[config.mk]
export PLATFORM = sky130hd
export DESIGN_NAME = codec_irq_unit
export DESIGN_NICKNAME = d
export VERILOG_FILES = /design/src/rtl/codec_irq_pkg.sv /design/src/rtl/irq_flag_bank.sv /design/src/rtl/irq_cfg_reg.sv /design/src/rtl/irq_form_out.sv /design/src/rtl/codec_irq_unit.sv
export SDC_FILE = /design/constraint.sdc
export NUM_CORES = 1
export LEC_CHECK = 0
export ABC_AREA = 1
export BUFFER_PORTS_ARGS = -buffer_cell sky130_fd_sc_hd__buf_2
export CORE_MARGIN = 2
export CORE_UTILIZATION = 51
export CTS_CLUSTER_DIAMETER = 100
export CTS_CLUSTER_SIZE = 24
export DETAILED_ROUTE_END_ITERATION = 8
export PLACE_DENSITY = 0.81
export SLEW_MARGIN = 20
export SYNTH_ARGS = -nofsm -noshare
export SYNTH_HDL_FRONTEND = slang
export SYNTH_SLANG_ARGS = --single-unit
[constraint.sdc]
create_clock -name clk_i -period 2.36 [get_ports clk_i]
set_clock_uncertainty 0.1 [all_clocks]
set_input_delay 0.472 -clock clk_i [delete_from_list [all_inputs] [get_ports clk_i]]
set_output_delay 0.472 -clock clk_i [all_outputs]
set_load 0.005 [all_outputs]
[src/rtl/codec_irq_pkg.sv]
package codec_irq_pkg;
  localparam int NUM_SRC  = 5;
  localparam int NUM_FLAG = NUM_SRC + 1;
  localparam int DW       = 8;
  localparam logic [DW-1:0] MASK_RST = 8'h3F;

  typedef enum logic [1:0] {
    FORM_HI_LVL   = 2'd0,
    FORM_LO_LVL   = 2'd1,
    FORM_HI_PULSE = 2'd2,
    FORM_LO_PULSE = 2'd3
  } irq_form_e;
endpackage

[src/rtl/irq_flag_bank.sv]
module irq_flag_bank #(
  parameter int NSRC = 5,
  localparam int NF = NSRC + 1
) (
  input  logic            clk_i,
  input  logic            rst_ni,
  input  logic [NSRC-1:0] evt_i,
  input  logic            jack_i,
  input  logic [NF-1:0]   clr_i,
  output logic [NF-1:0]   flags_o
);
  logic          jack_q;
  logic [NF-1:0] set_w;

  always_ff @(posedge clk_i or negedge rst_ni) begin
    if (!rst_ni) jack_q <= 1'b0;
    else         jack_q <= jack_i;
  end

  assign set_w = {jack_i ^ jack_q, evt_i};

  for (genvar b = 0; b < NF; b++) begin : g_flag
    always_ff @(posedge clk_i or negedge rst_ni) begin
      if (!rst_ni)       flags_o[b] <= 1'b0;
      else if (set_w[b]) flags_o[b] <= 1'b1;  // set wins over clear
      else if (clr_i[b]) flags_o[b] <= 1'b0;
    end
  end
endmodule

[src/rtl/irq_cfg_reg.sv]
module irq_cfg_reg
  import codec_irq_pkg::*;
#(
  parameter int NF = NUM_FLAG
) (
  input  logic          clk_i,
  input  logic          rst_ni,
  input  logic          we_i,
  input  logic [DW-1:0] wdata_i,
  output logic [DW-1:0] cfg_o,
  output logic [NF-1:0] mask_o,
  output irq_form_e     form_o
);
  always_ff @(posedge clk_i or negedge rst_ni) begin
    if (!rst_ni)   cfg_o <= MASK_RST;
    else if (we_i) cfg_o <= wdata_i;
  end

  assign mask_o = cfg_o[NF-1:0];
  assign form_o = irq_form_e'(cfg_o[DW-1:DW-2]);
endmodule

[src/rtl/irq_form_out.sv]
module irq_form_out
  import codec_irq_pkg::*;
(
  input  logic      clk_i,
  input  logic      rst_ni,
  input  logic      req_i,
  input  irq_form_e form_i,
  output logic      irq_o
);
  logic req_q, rise_w;

  always_ff @(posedge clk_i or negedge rst_ni) begin
    if (!rst_ni) req_q <= 1'b0;
    else         req_q <= req_i;
  end

  assign rise_w = req_i & ~req_q;

  always_comb begin
    unique case (form_i)
      FORM_HI_LVL:   irq_o = req_i;
      FORM_LO_LVL:   irq_o = ~req_i;
      FORM_HI_PULSE: irq_o = rise_w;
      FORM_LO_PULSE: irq_o = ~rise_w;
      default:       irq_o = req_i;
    endcase
  end
endmodule

[src/rtl/codec_irq_unit.sv]
module codec_irq_unit
  import codec_irq_pkg::*;
(
  input  logic               clk_i,
  input  logic               rst_ni,
  input  logic [NUM_SRC-1:0] evt_i,
  input  logic               jack_i,
  input  logic               wr_en_i,
  input  logic               addr_i,
  input  logic [DW-1:0]      wdata_i,
  output logic [DW-1:0]      rdata_o,
  output logic               irq_o
);
  logic [NUM_FLAG-1:0] flags_q, clr_w, mask_w;
  logic [DW-1:0]       cfg_w;
  irq_form_e           form_w;
  logic                pend_w;

  assign clr_w = (wr_en_i && !addr_i) ? wdata_i[NUM_FLAG-1:0] : '0;

  irq_flag_bank #(.NSRC(NUM_SRC)) u_flags (
    .clk_i  (clk_i),
    .rst_ni (rst_ni),
    .evt_i  (evt_i),
    .jack_i (jack_i),
    .clr_i  (clr_w),
    .flags_o(flags_q)
  );

  irq_cfg_reg #(.NF(NUM_FLAG)) u_cfg (
    .clk_i  (clk_i),
    .rst_ni (rst_ni),
    .we_i   (wr_en_i && addr_i),
    .wdata_i(wdata_i),
    .cfg_o  (cfg_w),
    .mask_o (mask_w),
    .form_o (form_w)
  );

  assign pend_w = |(flags_q & ~mask_w);

  irq_form_out u_out (
    .clk_i (clk_i),
    .rst_ni(rst_ni),
    .req_i (pend_w),
    .form_i(form_w),
    .irq_o (irq_o)
  );

  assign rdata_o = addr_i ? cfg_w
                          : {{(DW-NUM_FLAG-1){1'b0}}, jack_i, flags_q};
endmodule

Word level (Yosys, flattened, before mapping):

Index checks and enable logic that the tools add are counted.

* add/subtract/negate cells: 0
* multiply operators: 0
* divide/modulo/power cells: 0
* magnitude comparators: 0
* equal/unequal tests: 3
* shift-type cells: 0
* multiplexer cells: 15
* bitwise logic cells: 7
* reduce and logical (&&, ||, !) cells: 11

Operators by type and width (count)
* $mux 1: 12
* $reduce_bool 2->1: 6
* $mux 8: 1
* $and 6x6->6: 1
* $mux 6: 1
* $not 6->6: 1
* $reduce_or 6->1: 1
* $eq 2x2->1 const B: 2
* $pmux 1 s4: 1
* $not 1->1: 3
* $eq 2x1->1 const B: 1
* $logic_and 1x1->1: 2
* $logic_not 2->1: 1
* $and 1x1->1: 1
* $logic_not 1->1: 1
* $xor 1x1->1: 1

* register bits after elaboration: 16
* latch bits: 0
* memory bits (writable): 0
* bits in read-only memories: 0
* input bits: 18
* output and inout port bits: 9
* logic and storage cells: 45
* memories kept: 0

Longest topological paths before layout:

Gate-level depths: netlist of the first run.

* word-level depth: 6
* mapped depth: 8
* gate-level depth less buffers: 8

Hierarchy:

From an unflattened synthesis of the first run, not the netlist that was laid out.

* cells, all modules: 130
* area total of the unflattened synthesis: 915.9 um^2

Modules (own cells, without submodules)
* irq_cfg_reg: instances 1, cells an instance 42, area each 372.9 um^2, sequential area each 207.7 um^2
* irq_flag_bank: instances 1, cells an instance 24, area each 259.0 um^2, sequential area each 175.2 um^2
* codec_irq_unit: instances 1, cells an instance 56, area each 231.5 um^2, sequential area each 0.0 um^2
* irq_form_out: instances 1, cells an instance 8, area each 52.6 um^2, sequential area each 25.0 um^2

Worst setup path before layout of the first run:

No wires, ideal clock.

* path type: register to output
* start: register u_cfg.cfg_o[2]
* end: output irq_o
* arrival time: 943 ps
* required time: 1788 ps
* slack: 845 ps
* stages on the path, launching flop included: 9
* buffers on the path: 0
* path through: dfstp_2 > inv_1 > nand2_1 > nand2_1 > nor2_1 > nand2_1 > nand2_1 > nand2_1 > nand2_1

* longest elaborated chain between the ends: 6
* elaborated cells between the ends (all ways): 7
* those cells by class: 1 x mux; 5 x bitwise; 1 x reduce/logical

Ends and longest elaborated chain
* start: declaration: RTL line irq_cfg_reg.sv:10 `output logic [DW-1:0] cfg_o,`
* start signal: assignment: RTL line irq_cfg_reg.sv:16 `else if (we_i) cfg_o <= wdata_i;`
* $not 6->6 *: RTL line codec_irq_unit.sv:40 `assign pend_w = |(flags_q & ~mask_w);`
* $and 6x6->6 *: RTL line codec_irq_unit.sv:40
* $reduce_or 6->1 *: RTL line codec_irq_unit.sv:40
* named net pend_w: RTL line codec_irq_unit.sv:17 `logic pend_w;`
* $and 1x1->1: RTL line irq_form_out.sv:17 `assign rise_w = req_i & ~req_q;`
* $not 1->1: RTL line irq_form_out.sv:24 `FORM_LO_PULSE: irq_o = ~rise_w;`
* $pmux 1 s4 *: RTL line irq_form_out.sv:20 `unique case (form_i)`
* end: declaration: RTL line codec_irq_unit.sv:12 `output logic irq_o`

Mark *: on every way through the listed nets, which the timed path passes. The rest lies on a longest branch.

Final worst setup path of the first run:

Same ends and word-level chain as after synthesis.

==> run_results.csv, run 1 <==
group,metric,value,unit
status,outcome,"completed",
setup_path,critPathLaunchType,"register",
global_route,grt-ovfl-total,0,
drt,num_vias,684,
cts,post_cts_buffers,0,
timing,worst_slack,337,ps
timing,hold_viol,0,
die,ioPinCount,27,
cts,cts_tree,"built",
die,core_area,1470,um2
global_route,grt_pass1_vias,645,
timing,slew-limit-headroom,0.768,
drt,ant_nets,0,
timing,timing.final.crit_period,2020,ps
timing,slew_violations,0,
synth,ys_ff_latch,16,
hold_path,hold_path.class,"in -> reg",
cts,clock-sinks,16,
drt,drc,0,
final_layout,final_nets,147,
power,irDropWorstVdd,356,uV
setup_path,crit_end,"irq_o",
global_route,grt_use_total,0.185,
setup_path,critical_path.max_fanout,3,
cts,hold_buffers,1,
die,die_h,43.4,um
cts,htree_levels,1,
cts,clockRootBuffer,"clkbuf_4",
power,pwr_density_cell,641,nW/um2
run,max_cap_viol_count,0,
setup_path,reg2reg_slack,1230,ps
synth,ys_seq_area_frac,0.516,
setup_path,reg2reg_depth,5,
drt,dr.first_iter.drc_count,13,
place,port_buffers,26,
global_route,antenna_found_initial,0,
setup_path,cp_data_arrival_time,1450,ps
timing,setup_viol,0,
place,dp_hpwl,1050,um
setup_path,required,1790,ps
final_layout,drive_above_1_share,0.305,
timing,min_period_over_period,0.857,
drt,viasPerCell,4.75,
power,leakage,0.575,nW
timing,tns,0,ps
setup_path,r2r-start,"u_cfg.cfg_o[2]",
drt,dr.pass1.iters,4,
timing,max_freq,494,MHz
global_route,grt_pass1_wl,2550,um
setup_path,crit_type,"reg -> out",
global_route,grt_max_degree,17,
cts,clockBufferDepth,2,
synth,mappedNetlistNets,117,
synth,syn_area_per_cell,7.99,um2
die,initial_core_util,0.537,
die,die_w,43.4,um
setup_path,end_kind,"output port",
die,dieArea,1880,um2
cts,numCtsBuffers,3,
timing,rsz0062_at_grt,"no",
setup_path,crit_start,"u_cfg.cfg_o[2]",
timing,worstMarginPinSlew,348,ps
drt,wl_per_cell,10.7,um
drt,wirelength,1540,um
final_layout,diodes,0,
synth,syn_area,791,um2
place,preCtsSetupSlack,677,ps
die,rows,14,
place,finalWeightedCongestion,0.738,
cts,worstSkewPairLatency,300,ps
synth,yosys_warnings,0,
setup_path,r2r-end,"u_out.req_q",
synth,ys_types,15,
cts,clkTransAtPathRegs,100,ps
synth,syn_inst,99,
final_layout,area_growth_syn_to_layout,22.8,%
cts,post_cts_resized,0,
report_power, final:
group | internal (W) | total, W | switching, W
clock | 0.0000942 | 0.000184 | 0.0000901
combinational | 0.0000535 | 0.000114 | 0.0000607
sequential | 0.000308 | 0.000324 | 0.0000162
total | 0.000456 | 0.000623 | 0.000167
worst min path at each step:
stage                      start                  to  depth (start not counted)
after floorplan           rst_ni      u_cfg.cfg_o[6]                          0
after global placement    rst_ni  u_flags.flags_o[4]                          1
after detailed placement  rst_ni  u_flags.flags_o[4]                          1
after CTS                 jack_i      u_flags.jack_q                          1
after global routing      jack_i      u_flags.jack_q                          1
final                     jack_i      u_flags.jack_q                          1
flip-flops by register name (all words and copies together) (netlist names):
| signal | cells |
|---|---|
| u_flags.jack_q | 1 |
| u_out.req_q | 1 |
| u_flags.flags_o | 6 |
| u_cfg.cfg_o | 8 |
critical path: stages, from the launching register on:
cell and delay, ps:
dfstp_2 550, inv_1 40, nand2_1 50, nand2_1 50, nor2_1 100, nand2_1 100, nand2_1 70, nand2_1 40
nand2_1 40, buf_2 100
layer usage:
metal / vias to the layer above / track usage / wire, um
li1: 357 / - / -
met1: 300 / 0.223 / 688
met4: 0 / 0.0970 / 36
met5: - / 0 / 0
met2: 22 / 0.319 / 728
met3: 5 / 0.0250 / 85
cell usage in the layout (no fill, tap or decap), types with 3 or more instances in the layout:
cell type and n:
buf_2 26, inv_1 21, dfstp_2 6, o21bai_1 5, nand2_1 28, clkbuf_4 3
dfrtp_1 10, o21ai_1 6, nor2_1 7, o21ai_0 9
cells by family after synthesis:
family	count (synthesis)	synth area share
AO/OA/AOI/OAI	21	0.153
XOR/XNOR	1	0.0111
buffers and inverters	23	0.120
flip-flops	16	0.516
multiplexers	1	0.0190
AND/OR/NAND/NOR	37	0.180
cell usage after synthesis:
| cell type | instances | area, um2 |
|---|---|---|
| xnor2_1 | 1 | 8.76 |
| nand2_2 | 1 | 6.26 |
| o21bai_1 | 5 | 37.5 |
| nor2_1 | 7 | 26.3 |
| inv_1 | 21 | 78.8 |
| dfrtp_1 | 10 | 250 |
| nand2_1 | 28 | 105 |
| a21oi_2 | 1 | 8.76 |
| o21ai_1 | 6 | 30.0 |
| buf_6 | 1 | 11.3 |
| nand3_1 | 1 | 5.00 |
| mux2_4 | 1 | 15.0 |
| buf_2 | 1 | 5.00 |
| dfstp_2 | 6 | 158 |
| o21ai_0 | 9 | 45.0 |
area by class of cell:
type / instances / area [um2]
repair buffers: 27 / 140
multi-input cells: 60 / 288
clock buffers: 4 / 36.3
inverters: 21 / 78.8
well taps: 16 / 20.0
flip-flops and latches: 16 / 408
fillers: 135 / 500
per-stage QoR:
step / hold slack, ps / utilization / instance area, um2 / std cells / total power (W)
finish: 241 / 0.660 / 971 / 144 / 0.000623
global placement: 298 / 0.628 / 925 / 139 / 0.000438
global route: 231 / 0.660 / 971 / 144 / 0.000654
floorplan: 76.4 / - / 791 / 99 / 0.000395
CTS: 231 / 0.660 / 971 / 144 / 0.000625
detailed placement: 302 / 0.628 / 925 / 139 / 0.000442
No activity file was read; power rests on OpenSTA's default activity.
==> run 2: changes to the inputs <==
--- a/config.mk
+++ b/config.mk
@@ -8,11 +8,10 @@
 export ABC_AREA = 1
 export BUFFER_PORTS_ARGS = -buffer_cell sky130_fd_sc_hd__buf_2
 export CORE_MARGIN = 2
-export CORE_UTILIZATION = 51
+export CORE_UTILIZATION = 30
 export CTS_CLUSTER_DIAMETER = 100
 export CTS_CLUSTER_SIZE = 24
 export DETAILED_ROUTE_END_ITERATION = 8
-export PLACE_DENSITY = 0.81
 export SLEW_MARGIN = 20
 export SYNTH_ARGS = -nofsm -noshare
 export SYNTH_HDL_FRONTEND = slang
==> run 2 against run 1 <==
- register-to-register slack improved by 30 ps
- setup slack improved by 22 ps
- final area rose by 0.77%
- largest cell class unchanged
- sequential power barely moved
- core utilization fell by 26 points
- count of clock-buffer cells in the layout did not move
- sequential cell count did not move
==> run_results.csv, run 2 (same netlist as run 1, synthesis figures left out) <==
group,metric,value,unit
global_route,grt_pass1_wl,2740,um
timing,tns,0,ps
drt,drt-met1-wl,769,um
die,ioPinCount,27,
drt,dr.first_iter.drc_count,13,
timing,worstMarginPinSlew,367,ps
setup_path,crit_chain,"inv_1, nand2_1, nand2_1, nor2_1, nand2_1, nand2_1, nand2_1, nand2_1, buf_2",
global_route,grt_pass1_vias,661,
cts,htree_levels,1,
place,dp_hpwl,1180,um
final_layout,largestRegisters,"u_cfg.cfg_o x8, u_flags.flags_o x6",
final_layout,largest_register,"u_cfg.cfg_o",
timing,slew-limit-headroom,0.755,
drt,num_vias,676,
final_layout,fin_util,0.395,
die,die_h,55.3,um
drt,ant_nets,0,
setup_path,critPathLaunchType,"register",
final_layout,diodes,0,
global_route,grt-ovfl-total,0,
drt,wl_met2,733,um
final_layout,final_common_cell,"nand2_1",
setup_path,cp_slowest_cell,"dfstp_2",
cts,clock-sinks,16,
hold_path,hold_end,"u_flags.jack_q",
setup_path,r2r-start,"u_cfg.cfg_o[0]",
final_layout,drive_above_1_share,0.297,
final_layout,final_nets,147,
drt,dr.pass1.iters,4,
status,outcome,"completed",
setup_path,cpMostUsedCell,"nand2_1",
die,dieArea,3060,um2
setup_path,max_stage_delay,560,ps
hold_path,min-delay-start,"jack_i",
cts,clockRootBuffer,"clkbuf_4",
timing,max_freq,500,MHz
drt,viasPerCell,4.28,
setup_path,end_kind,"output port",
die,rows,18,
timing,setup_viol,0,
drt,wirelength,1580,um
place,finalWeightedCongestion,0.687,
setup_path,required,1790,ps
final_layout,final_cell_mix,"nand2_1, buf_2, inv_1",
hold_path,hold_path_depth,1,
setup_path,r2r-end,"u_out.req_q",
setup_path,worst-path-buf-inv,2,
power,irDropWorstVdd,305,uV
timing,timing.final.crit_period,2000,ps
setup_path,crit_family,"flip-flops",
timing,hold_viol,0,
drt,wl_met3,74,um
cts,clockBufferDepth,2,
setup_path,critical_path.max_fanout,3,
global_route,grt_max_degree,17,
setup_path,reg2reg_depth,5,
cts,clkTransAtPathRegs,100,ps
cts,cts_tree,"built",
cts,numCtsBuffers,3,
setup_path,reg2reg_slack,1260,ps
setup_path,cp_data_arrival_time,1430,ps
setup_path,crit_type,"reg -> out",
power,pwr_density_cell,602,nW/um2
die,die_w,55.3,um
cts,post_cts_resized,0,
timing,slew_violations,0,
drt,drc,0,
timing,rsz0062_at_grt,"no",
drt,wl_per_cell,9.98,um
timing,min_period_over_period,0.848,
power,leakage,0.569,nW
die,initial_core_util,0.319,
run,max_cap_viol_count,0,
final_layout,largest_reg_flops,8,
global_route,antenna_found_initial,0,
hold_path,hold_path.class,"in -> reg",
final_layout,area_growth_syn_to_layout,23.7,%
die,core_area,2480,um2
global_route,grt_use_total,0.111,
place,port_buffers,26,
drt,routed.top_layer,"met3",
cts,worstSkewPairLatency,290,ps
-- run 2: cell types whose count changed in the layout (fill, tap and decap cells not counted) --
cell / change
clkbuf_8: -1
clkbuf_1: +1
-- run 2: report_power, final --
part	switching, W	leakage, nW	internal [W]
sequential	0.0000160	0.163	0.000308
clock	0.0000844	0.0150	0.0000655
combinational	0.0000612	0.391	0.0000536
total	0.000162	0.569	0.000427
-- run 2: how the worst max path moves through the flow --
stage                         from  endpoint  slack [ps]  depth (start not counted)
detailed placement  u_cfg.cfg_o[2]     irq_o         650                          9
finish              u_cfg.cfg_o[0]     irq_o         360                          9
CTS                 u_cfg.cfg_o[2]     irq_o         330                          9
global route        u_cfg.cfg_o[2]     irq_o         190                          9
global placement    u_cfg.cfg_o[2]     irq_o         680                          9
floorplan           u_cfg.cfg_o[2]     irq_o         850                          8
-- run 2: cell type report --
type | instances | area [um2]
clock buffers | 4 | 26.3
flip-flops and latches | 16 | 408
well taps | 30 | 37.5
fillers | 273 | 1500
multi-input cells | 60 | 288
inverters | 21 | 78.8
repair buffers | 27 | 140
-- run 2: per-layer routing --
layer,vias up,GRT usage
met5,-,0
met4,0,0.0418
met3,0,0.0328
met2,18,0.185
met1,302,0.135
li1,356,-
-- run 2: per-stage QoR --
stage	setup slack, ps	cell area, um2	cells	power (W)	hold WS (ps)
2_1_floorplan	845	791	99	0.000395	76.4
3_3_place_gp	677	942	153	0.000441	306
3_5_place_dp	650	942	153	0.000444	307
4_1_cts	332	978	158	0.000599	226
5_1_grt	188	978	158	0.000634	213
6_report	359	978	158	0.000589	230
-- run 2: what timing repair did --
action / CTS / global route
setup buffers: 0 / 0
endpoints found under the hold margin: 7 / 0
hold buffers: 1 / 0
==> run 3: changes to the inputs <==
==> constraint.sdc (replaced) <==
create_clock -name clk_i -period 1.8 [get_ports clk_i]
set_clock_uncertainty 0.1 [all_clocks]
set_input_delay 0.36 -clock clk_i [delete_from_list [all_inputs] [get_ports clk_i]]
set_output_delay 0.36 -clock clk_i [all_outputs]
set_load 0.005 [all_outputs]
==> run 3 against run 2 <==
- the run now ends with negative setup slack left
- count of clock-buffer cells in the layout unchanged
- sequential power up 30%
- sequential cell count is the same
- critical path depth unchanged
- non-clock buffer count increased by 5
- clock power up 28%
- critical endpoint unchanged
- largest power group unchanged
- highest routed layer is now met4
==> run_results.csv, run 3 (same netlist as run 1, synthesis figures left out) <==
group,metric,value,unit
power,netSwitchingPower,0.000210,W
power,p_int,0.000574,W
setup_path,cp_slowest_cell,"dfstp_2",
timing,worst_slack,-57.4,ps
cts,worstSkewPairLatency,280,ps
global_route,grt_pass1_vias,667,
global_route,grt_pass1_wl,2840,um
setup_path,cp_data_arrival_time,1400,ps
place,dp_hpwl,1200,um
setup_path,end_kind,"output port",
setup_path,crit_type,"reg -> out",
timing,setup_viol,1,
timing,tns,-57.4,ps
timing,max_freq,538,MHz
final_layout,final_common_cell,"nand2_1",
timing,hold_ws,135,ps
cts,post_cts_resized,0,
final_layout,largest_register,"u_cfg.cfg_o",
cts,clock-sinks,16,
final_layout,final_cell_mix,"nand2_1, buf_2, inv_1",
power,irDropWorstVdd,418,uV
drt,dr.pass1.iters,6,
cts,numCtsBuffers,3,
global_route,grt_use_total,0.115,
timing,slew-limit-headroom,0.757,
setup_path,max_stage_delay,540,ps
drt,viasPerCell,4.33,
timing,worstMarginPinSlew,364,ps
final_layout,diodes,0,
setup_path,critical_path.max_fanout,3,
place,finalWeightedCongestion,0.710,
final_layout,final_nets,152,
timing,rsz0062_at_grt,"yes",
setup_path,required,1340,ps
setup_path,crit_chain,"inv_1, nand2_1, nand2_1, nor2_1, nand2_1, nand2_1, nand2_1, nand2_1, buf_2",
power,power_frac_seq,0.536,
cts,clockRootBuffer,"clkbuf_4",
die,ioPinCount,27,
drt,num_vias,706,
drt,wirelength,1600,um
timing,min_period_over_period,1.03,
status,outcome,"finished, violations left",
die,die_h,55.3,um
place,port_buffers,26,
die,die_w,55.3,um
drt,ant_nets,0,
global_route,antenna_found_initial,0,
global_route,grt_max_degree,17,
final_layout,drive_above_1_share,0.323,
final_layout,largestRegisters,"u_cfg.cfg_o x8, u_flags.flags_o x6",
cts,clockBufferDepth,2,
drt,wl_per_cell,9.82,um
status,failed_checks,"negative setup slack",
cts,htree_levels,1,
global_route,grt-ovfl-total,0,
power,switching_share,0.267,
setup_path,cpMostUsedCell,"nand2_1",
hold_path,hold_path_depth,1,
timing,slew_violations,0,
power,pwr_density_cell,771,nW/um2
final_layout,largest_reg_flops,8,
power,combPwrFrac,0.220,
die,rows,18,
cts,clkTransAtPathRegs,90,ps
power,leakage,0.593,nW
die,dieArea,3060,um2
setup_path,critPathLaunchType,"register",
setup_path,reg2reg_depth,5,
drt,drc,0,
run,max_cap_viol_count,0,
die,core_area,2480,um2
timing,hold_viol,0,
cts,cts_tree,"built",
drt,dr.first_iter.drc_count,12,
die,initial_core_util,0.319,
hold_path,hold_path.class,"in -> reg",
power,p_clk_frac,0.244,
timing,timing.final.crit_period,1860,ps
final_layout,area_growth_syn_to_layout,28.5,%
==> run 3: cell count changes in the layout (fill, tap and decap cells not counted) <==
cell   before  now
buf_4       0    5
==> run 3: cell type report <==
class	count	area [um2]
Clock buffer	4	26.3
Inverter	21	78.8
Fill cell	296	1460
Multi-Input combinational cell	60	288
Timing Repair Buffer	32	178
Sequential cell	16	408
Tap cell	30	37.5
==> run 3: layer usage <==
| metal | vias up | share of wire | track usage |
|---|---|---|---|
| li1 | 369 | - | - |
| met1 | 313 | 0.46 | 0.150 |
| met2 | 22 | 0.48 | 0.194 |
| met3 | 2 | 0.055 | 0.0164 |
| met4 | 0 | 0.0050 | 0.0418 |
| met5 | - | 0 | 0 |
==> run 3: critical path, delay by kind of cell (launching register included) <==
family	cells	cell delay, ps
buf+inv	2	130
flops	1	540
simple gates	7	440
==> run 3: worst paths after layout <==
check,startpoint,end,slack [ps]
max,u_cfg.cfg_o[1],irq_o,-60
min,jack_i,u_flags.jack_q,130
max reg2reg,u_cfg.cfg_o[1],u_out.req_q,730
min reg2reg,u_cfg.cfg_o[5],u_cfg.cfg_o[5],380
max in group asynchronous,rst_ni,u_cfg.cfg_o[5],860
min in group asynchronous,rst_ni,u_flags.jack_q,430
==> run 3: power groups by stage <==
stage / Combinational, W / Clock, W / Sequential [W]
finish: 0.000172 / 0.000192 / 0.000420
global route: 0.000200 / 0.000225 / 0.000425
CTS: 0.000176 / 0.000204 / 0.000420
detailed placement: 0.000154 / 0 / 0.000430
global placement: 0.000152 / 0 / 0.000429
floorplan: 0.0000920 / 0 / 0.000426
==> run 3: what timing repair did <==
item,in CTS,in global routing
hold endpoints to repair,10,0
setup endpoints to repair,1,1
buffers inserted,4,0
pin swaps,1,1
hold buffers,1,0
gates cloned,0,0
==> run 3: through the flow <==
| step | setup WS, ps | instance area [um2] | utilization | power [W] | cells |
|---|---|---|---|---|---|
| 2_1_floorplan | 397 | 791 | - | 0.000518 | 99 |
| 4_1_cts | -80.6 | 1020 | 0.410 | 0.000799 | 163 |
| 3_3_place_gp | 253 | 950 | 0.383 | 0.000581 | 154 |
| 6_report | -57.4 | 1020 | 0.410 | 0.000784 | 163 |
| 3_5_place_dp | 225 | 950 | 0.383 | 0.000584 | 154 |
| 5_1_grt | -218 | 1020 | 0.410 | 0.000850 | 163 |
